[src/rtl/exc_entry_ctl.sv]
module exc_entry_ctl #(
  parameter logic [31:0] EBASE_RST = 32'h8000_0000,
  parameter logic [31:0] BOOT_VEC  = 32'hBFC0_0000,
  parameter logic [31:0] BEV_VEC   = 32'hBFC0_0200,
  parameter logic [11:0] GEN_OFS   = 12'h180,
  parameter logic [11:0] INT_OFS   = 12'h200,
  parameter int          INSN_B    = 4,
  parameter logic [4:0]  CPU_CODE  = 5'h0B
) (
  input  logic        clk,
  input  logic        rst,
  input  logic        exc_req,
  input  logic [4:0]  exc_code,
  input  logic [1:0]  cop_id,
  input  logic [31:0] cur_pc,
  input  logic [31:0] nxt_pc,
  input  logic [1:0]  kind,
  input  logic        cfg_we,
  input  logic [31:0] cfg_ebase,
  input  logic        cfg_bev,
  input  logic        cfg_exl,
  input  logic        cfg_iv,
  input  logic [3:0]  cfg_ess,
  output logic [31:0] status,
  output logic [31:0] cause,
  output logic [31:0] epc,
  output logic [31:0] srsctl,
  output logic [31:0] hnd_pc,
  output logic        hnd_valid
);
  localparam logic [31:0] STATUS_RST = 32'h0040_0004;
  localparam logic [31:0] STEP       = 32'(INSN_B);
  localparam logic [1:0]  K_GEN = 2'd0, K_REFILL = 2'd1, K_INT = 2'd2, K_RST = 2'd3;

  logic [31:0] ebase_q, vec_pc;

  wire exl_now = status[1];
  wire bev_now = status[22];
  wire is_rst  = (kind == K_RST);
  wire in_slot = (nxt_pc != cur_pc + STEP);
  wire rotate  = !exl_now && !bev_now;
  wire [1:0] ce_val = (exc_code == CPU_CODE) ? cop_id : 2'd0;

  always_comb begin
    if (is_rst)                vec_pc = BOOT_VEC;
    else if (bev_now)          vec_pc = BEV_VEC;
    else if (kind == K_REFILL) vec_pc = exl_now ? ebase_q + 32'(GEN_OFS) : ebase_q;
    else if (kind == K_INT)    vec_pc = ebase_q + (cause[23] ? 32'(INT_OFS) : 32'(GEN_OFS));
    else                       vec_pc = ebase_q + 32'(GEN_OFS);
  end

  always_ff @(posedge clk) begin
    if (rst) begin
      status    <= STATUS_RST;
      cause     <= '0;
      epc       <= '0;
      srsctl    <= '0;
      ebase_q   <= EBASE_RST;
      hnd_pc    <= '0;
      hnd_valid <= 1'b0;
    end else begin
      hnd_valid <= exc_req;
      if (exc_req) begin
        hnd_pc <= vec_pc;
        if (is_rst) begin
          status[29] <= 1'b1;
        end else begin
          status[1]     <= 1'b1;
          epc           <= in_slot ? cur_pc - STEP : cur_pc;
          cause[31]     <= in_slot;
          cause[29:28]  <= ce_val;
          cause[6:2]    <= exc_code;
          if (rotate) begin
            srsctl[9:6] <= srsctl[3:0];
            srsctl[3:0] <= srsctl[15:12];
          end
        end
      end else if (cfg_we) begin
        ebase_q        <= cfg_ebase;
        status[22]     <= cfg_bev;
        status[1]      <= cfg_exl;
        cause[23]      <= cfg_iv;
        srsctl[15:12]  <= cfg_ess;
      end
    end
  end
endmodule


[config.mk]
export PLATFORM = sky130hd
export DESIGN_NAME = exc_entry_ctl
export DESIGN_NICKNAME = d
export VERILOG_FILES = /design/src/rtl/exc_entry_ctl.sv
export SDC_FILE = /design/constraint.sdc
export NUM_CORES = 1
export LEC_CHECK = 0
export BUFFER_PORTS_ARGS = -buffer_cell sky130_fd_sc_hd__buf_2
export CORE_MARGIN = 3
export CORE_UTILIZATION = 45
export CTS_BUF_LIST = sky130_fd_sc_hd__clkbuf_8
export CTS_CLUSTER_SIZE = 14
export DETAILED_ROUTE_END_ITERATION = 8
export HOLD_SLACK_MARGIN = 0.12
export PLACE_DENSITY = 0.74
export SLEW_MARGIN = 10
export SYNTH_ARGS = -nofsm -noshare
export SYNTH_HDL_FRONTEND = slang
export SYNTH_SLANG_ARGS = --single-unit
[constraint.sdc]
create_clock -name clk -period 8.1 [get_ports clk]
set_clock_uncertainty 0.05 [all_clocks]
set_input_delay 1.62 -clock clk [delete_from_list [all_inputs] [get_ports clk]]
set_output_delay 1.62 -clock clk [all_outputs]
set_load 0.02 [all_outputs]
==> results of run 1 <==
## path summary, 6_finish.rpt
path / depth (start not counted) / slack, ns / from / endpoint
setup / recovery: 12 / 3.19 / cur_pc[2] / epc[3]
hold / removal: 2 / 0.40 / cause[6] / cause[6]
setup reg to reg: 11 / 5.19 / cause[23] / hnd_pc[31]
hold reg to reg: 2 / 0.40 / cause[6] / cause[6]
## cells by family after synthesis
kind of cell / Yosys count / share of synthesized area
AND/OR/NAND/NOR: 390 / 0.2596
flip-flops: 121 / 0.3224
buffers and inverters: 157 / 0.1217
other: 2 / 0.0009995
XOR/XNOR: 63 / 0.07344
adder cells (fa/ha/maj): 7 / 0.01266
multiplexers: 14 / 0.01882
AO/OA/AOI/OAI: 216 / 0.1903
## flip-flops by register name, indices dropped and copies added (netlist names)
signal     flops
cause          9
ebase_q       32
epc           32
hnd_pc        32
hnd_valid      1
srsctl        12
status         3
## per-layer routing
layer  part of all wire  GRT usage
met1               0.42     0.2821
met2               0.49     0.3667
met3              0.067    0.04012
met4              0.024    0.07783
met5                  0          0
## per-stage QoR
stage	util	area (um2)
2_1_floorplan	-	7776
3_3_place_gp	0.5136	8277
3_5_place_dp	0.5136	8277
4_1_cts	0.5413	8723
5_1_grt	0.5413	8723
6_report	0.5413	8723
## worst max-delay path, delay by kind of cell
kind / cells / cell delay, ns
XOR/XNOR: 1 / 0.17
multiplexers: 1 / 0.38
AO/OA/AOI/OAI: 4 / 1.12
buffers and inverters: 2 / 0.31
AND/OR/NAND/NOR: 3 / 1.24
adder cells (fa/ha/maj): 1 / 0.37
## placed cells by master, fill, tap and decap left out, drive strengths merged, types with 9 or more instances in the layout
cell,instances
buf,210
nand2,135
dfxtp,121
nor2,102
a21oi,73
conb,72
xor2,32
xnor2,31
o21ai,27
a311oi,24
nand3,21
a211oi,20
or4,20
clkbuf,20
or3,19
a22oi,18
inv,16
nor3,14
nand4,14
mux2i,13
nor4,13
and3,11
a31oi,9
o31ai,9
## report_power, final
group          total (W)  switching (W)  internal (W)
Clock           0.000608       0.000250      0.000359
Combinational   0.000275       0.000185     0.0000904
Sequential      0.000646      0.0000228      0.000624
Total            0.00153       0.000457       0.00107
## area by class of cell
| type | instances | area, um2 |
|---|---|---|
| clock buffer | 20 | 275.3 |
| fill | 1585 | 7392 |
| sequential | 121 | 2422 |
| timing repair buffer | 210 | 1069 |
| multi-input combinational | 762 | 4456 |
| clock inverter | 11 | 171.4 |
| inverter | 16 | 60.06 |
| tap | 216 | 270.3 |
==> results.md, run 1 <==
* PD cells at approximately 180 mW/mm2
* Final Power at 0.001530 W
* Largest net degree at the start of global routing at between 100 and 150
* Critical path class: input port to flip-flop
* Die ar. at between 0.015 and 0.02 mm2
* H-tree depth at 4
* Total grt overflow at 0
* Mapped Cells at 970
* Slowest stage delay, CP at approximately 0.48 ns
* Worst hold slack at 0.4044 ns
* Cts bufs inserted at 17
* DRC Markers at 0
* Final #Nets at between 1000 and 1500
* Hold buffer count at CTS at 0
* Status: completed
* DIE WIDTH at between 100 and 150 um
* Ranking of synthesized cells by area: dfxtp_1 32%, buf_4 7.4%, nand2_1 6.7%
* Number of buffers added on ports at roughly 200
* Synth Flop Type: dfxtp_1
* Post-synth EDFFs at 0
* Fmax at slightly above 200 MHz
* Via-per-instance ratio at approximately 5.4
* First-pass GRT wire length at between 30000 and 40000 um
* TritonRoute pass-1 iters at 5
* Top-count cell post-synth: nand2_1
* Initial Utilization at 0.4662
* Fin cells at about 1400
* Reg clk slew, reported paths at roughly 0.08 ns
* Vias in the first global route at roughly 6400
* Static leakage at 3.583 nW
* CTS tree: yes
* Final Hold Viols at 0
* HPWL after DPL at between 15000 and 20000 um
* DP Cell Count at ~1300
* Critical path peak fanout at 43
* I/O Pins at ~280
* Initial antenna violation count at 0
* VDD IR-drop max at between 70 and 80 uV
* Area leader, netlist: dfxtp_1
* All-Layer GR Usage at 0.2186
* TritonCTS Sinks at between 100 and 150
* Crit path arrival time at 5.22 ns
* # diodes at 0
* Worst setup margin at 3.191 ns
* Slowest CP cell: a2111o_1
* Number of gates resized after CTS at 0
* Synth Register Bits at 121
* Post-CTS setup buffers at 0
* Asr flop ratio synth at 0
* Share of cells above drive strength 1 at 0.2272
* Most frequent cells after synthesis: 134 x nand2_1, 121 x dfxtp_1, 102 x nor2_1, 74 x buf_4, 73 x a21oi_1
* Crit. End Element: flip-flop
* WL/cell at 15.45 um
* Worst Path Required at 8.41 ns
* Endpoints failing setup at 0
* Netlist cell types at 68
* Netlist Area Pre-Place at 0.007513 mm2
* Clock latency on the worst-skew pair at ~0.43 ns
* Final wirelength at 20950 um
* Clk buf depth at 2
* Hold WC Path Type: flip-flop to flip-flop
* # rows at 46
* Worst-Margin Slew at between 1 and 1.5 ns
* Setup TNS at 0 ns
* Die H at 135.2 um
* Antenna Violating Nets Remaining at 0
* RePlAce Congestion at ~0.91
* Mean Syn Cell Area at roughly 7.7 um2
* Slew Limit Fails at 0
* Pre-CTS setup slack at between 2 and 3 ns
* Ys Warns at 0
* Total core area at about 0.016 mm2
* Worst-path cell chain: buf_2 > inv_1 > ha_1 > xor2_1 > nor4_1 > o2111a_1 > o2111ai_1 > a2111o_1 > nor4_4 > and2_4 > mux2_2 > a211oi_1
* P&R area growth vs syn at 16.10%
* Max cap viols at 0
* Critical path launch point type: input port
* Iter 0 DRT Violations at slightly below 600
* Clk Tree Root Cell: clkbuf_8
* Register area share after synthesis at 0.3224
* Via count at between 7000 and 8000
* Unrepaired setup endpoints after global routing: false
* Final worst-path cycle share at 0.6060
* Minimum clock period at 4.909 ns
* Slew headroom at 0.2413
* Post-synth top area share at 0.3224
Power figures use the tool's default switching activity.
==> inputs of run 2 (changes only) <==
--- a/config.mk
+++ b/config.mk
@@ -12,7 +12,7 @@
 export CTS_CLUSTER_SIZE = 14
 export DETAILED_ROUTE_END_ITERATION = 8
 export HOLD_SLACK_MARGIN = 0.12
-export PLACE_DENSITY = 0.74
+export PLACE_DENSITY = 0.77
 export SLEW_MARGIN = 10
 export SYNTH_ARGS = -nofsm -noshare
 export SYNTH_HDL_FRONTEND = slang
==> constraint.sdc (replaced) <==
create_clock -name clk -period 3.98 [get_ports clk]
set_clock_uncertainty 0.05 [all_clocks]
set_input_delay 0.796 -clock clk [delete_from_list [all_inputs] [get_ports clk]]
set_output_delay 0.796 -clock clk [all_outputs]
set_load 0.02 [all_outputs]
==> run 2 against run 1 <==
  * Sequential power is 100% higher
  * Core utilization increased by 1.3 points
  * Final cell count increased by 2.1%
  * Combinational power rose by 110%
  * Critical path type unchanged
  * Critical endpoint is now epc[11]
  * Largest cell class unchanged
==> results.md, run 2 (synthesis results as in run 1) <==
* Status: completed
* Number of buffers added on ports at 204 (unchanged)
* Crit path arrival time at 3.87 ns (-1.35 ns)
* Antenna Violating Nets Remaining at 0 (unchanged)
* Unrepaired setup endpoints after global routing: false
* Most frequent cells in the layout: 203 x buf_2, 134 x nand2_1, 121 x dfxtp_1, 101 x nor2_1
* Critical path launch point type: input port
* Iter 0 DRT Violations at 597 (+2.2%)
* Critical path class: input port to flip-flop
* DIE WIDTH at 135.2 um (unchanged)
* WL/cell at 15.49 um (+0.26%)
* I/O Pins at 277 (unchanged)
* CP endpoint: epc[11]
* Number of gates resized after CTS at 0 (unchanged)
* Slew Limit Fails at 0 (unchanged)
* Clk buf depth at 2 (unchanged)
* Largest net degree at the start of global routing at 70 (-38%)
* Via count at 7592 (+3.6%)
* H-tree depth at 4 (unchanged)
* Max cap viols at 0 (unchanged)
* Final worst-path cycle share at 0.8964
* HPWL after DPL at 16140 um (+3.7%)
* Fill count at 1573 (-0.76%)
* Post-CTS setup buffers at 0 (unchanged)
* TritonRoute pass-1 iters at 6 (+1)
* R2R Setup Slk at 1.10 ns (-4.09 ns)
* Via-per-instance ratio at 5.486 (+1.5%)
* Worst setup margin at 0.4125 ns (-2.779 ns)
* Worst R2R Start: cause[23]
* Crit. End Element: flip-flop
* Worst-Margin Slew at 0.8373 ns (-0.3007 ns)
* # rows at 46 (unchanged)
* Initial antenna violation count at 1 (+1)
* CTS tree: yes
* PD cells at 343.6 mW/mm2 (+96%)
* Biggest regs: ebase_q x32, epc x32, hnd_pc x32
* TritonCTS Sinks at 121 (unchanged)
* Static leakage at 3.710 nW (+3.5%)
* Cts bufs inserted at 17 (unchanged)
* Fmax at ~280 MHz
* Most common cell after layout, fill and taps aside: buf_2
* Reg2Reg Depth at 11 (unchanged)
* All-Layer GR Usage at 0.2249 (+0.006374)
* Worst Path Required at 4.28 ns (-4.13 ns)
* Pre-CTS setup slack at -0.01004 ns (-2.792 ns)
* Final wirelength at 21440 um (+2.3%)
* Hold buffer count at CTS at 0 (unchanged)
* Minimum clock period at approximately 3.6 ns
* Critical path peak fanout at 17 (-60%)
* Endpoints failing setup at 0 (unchanged)
* Clk Tree Root Cell: clkbuf_8
* Vias in the first global route at 6973 (+8.8%)
* Total grt overflow at 0 (unchanged)
* First-pass GRT wire length at 33700 um (+3.0%)
* Final #Nets at 1278 (+2.2%)
* Final Hold Viols at 0 (unchanged)
* VDD IR-drop max at 190.5 uV (+140%)
* Share of cells above drive strength 1 at 0.2459 (+0.01874)
* Initial Utilization at 0.4662 (unchanged)
* DRC Markers at 0 (unchanged)
* Total core area at 0.01612 mm2 (unchanged)
* Slew headroom at 0.4367 (+0.1953)
* Die ar. at 0.01828 mm2 (unchanged)
* Die H at 135.2 um (unchanged)
* Setup crit start: cur_pc[2]
* P&R area growth vs syn at 18.97%
* Setup TNS at 0 ns (unchanged)
* RePlAce Congestion at 0.9128 (-0.11%)
* Reg clk slew, reported paths at 0.09 ns (about the same)
* Hold WC Path Type: flip-flop to flip-flop
* Clock latency on the worst-skew pair at 0.43 ns (about the same)
* Worst reg2reg endpoint: hnd_pc[28]
-- run 2: changes by cell type in the layout (fill, tap and decap cells not counted), moves of 2 or more --
cell	previous run	this run
buf_12	0	3
buf_4	7	31
clkbuf_8	20	17
clkinv_4	4	2
inv_6	0	7
-- run 2: worst min-delay path by stage --
stage	start	to	slack, ns	cells past startpoint
2_1_floorplan	ebase_q[0]	ebase_q[0]	0.39	2
3_3_place_gp	cause[3]	cause[3]	0.39	2
3_5_place_dp	cause[3]	cause[3]	0.40	2
4_1_cts	cause[3]	cause[3]	0.41	2
5_1_grt	ebase_q[6]	ebase_q[6]	0.43	2
6_report	cause[2]	cause[2]	0.40	2
-- run 2: area by class of cell --
cell class,count,area (um2),area share
diodes,1,2.502,0.0002800
clock buffers,17,234.0,0.02618
clock inverters,14,185.2,0.02072
inverters,16,60.06,0.006719
multi-input cells,762,4456,0.4985
flip-flops and latches,121,2422,0.2710
well taps,216,270.3,0.03024
repair buffers,237,1309,0.1464
-- run 2: where the power goes --
part | total [W] | internal (W) | switching (W) | leakage [nW]
clock | 0.00118 | 0.000635 | 0.000546 | 0.215
combinational | 0.000575 | 0.000195 | 0.000380 | 2.50
sequential | 0.00132 | 0.00127 | 0.0000471 | 0.992
total | 0.00307 | 0.00210 | 0.000973 | 3.71
-- run 2: metrics by stage --
| stage | power, W | utilization | std cells | hold slack [ns] | instance area [um2] |
|---|---|---|---|---|---|
| after global routing | 0.003204 | 0.5547 | 1384 | 0.4296 | 8939 |
| after global placement | 0.001902 | 0.5285 | 1352 | 0.3905 | 8517 |
| final | 0.003071 | 0.5547 | 1384 | 0.4039 | 8939 |
| after floorplan | 0.001761 | - | 1040 | 0.3860 | 7776 |
| after CTS | 0.003091 | 0.5545 | 1383 | 0.4081 | 8936 |
| after detailed placement | 0.001910 | 0.5285 | 1352 | 0.3957 | 8517 |
-- run 2: worst max-delay path: stages --
cell,delay [ns]
buf_2,0.15
nand3_1,0.14
or4_1,0.64
or4_1,0.52
a31oi_1,0.24
a2111o_1,0.18
nor4_4,0.06
and2_4,0.23
buf_12,0.15
or4_1,0.49
a311oi_1,0.25
-- run 2: routing by layer --
metal	global-route usage	vias up	share of wire
li1	-	3690	-
met1	0.2860	3479	0.41
met2	0.3703	363	0.47
met3	0.03752	60	0.079
met4	0.1109	0	0.042
met5	0	-	0
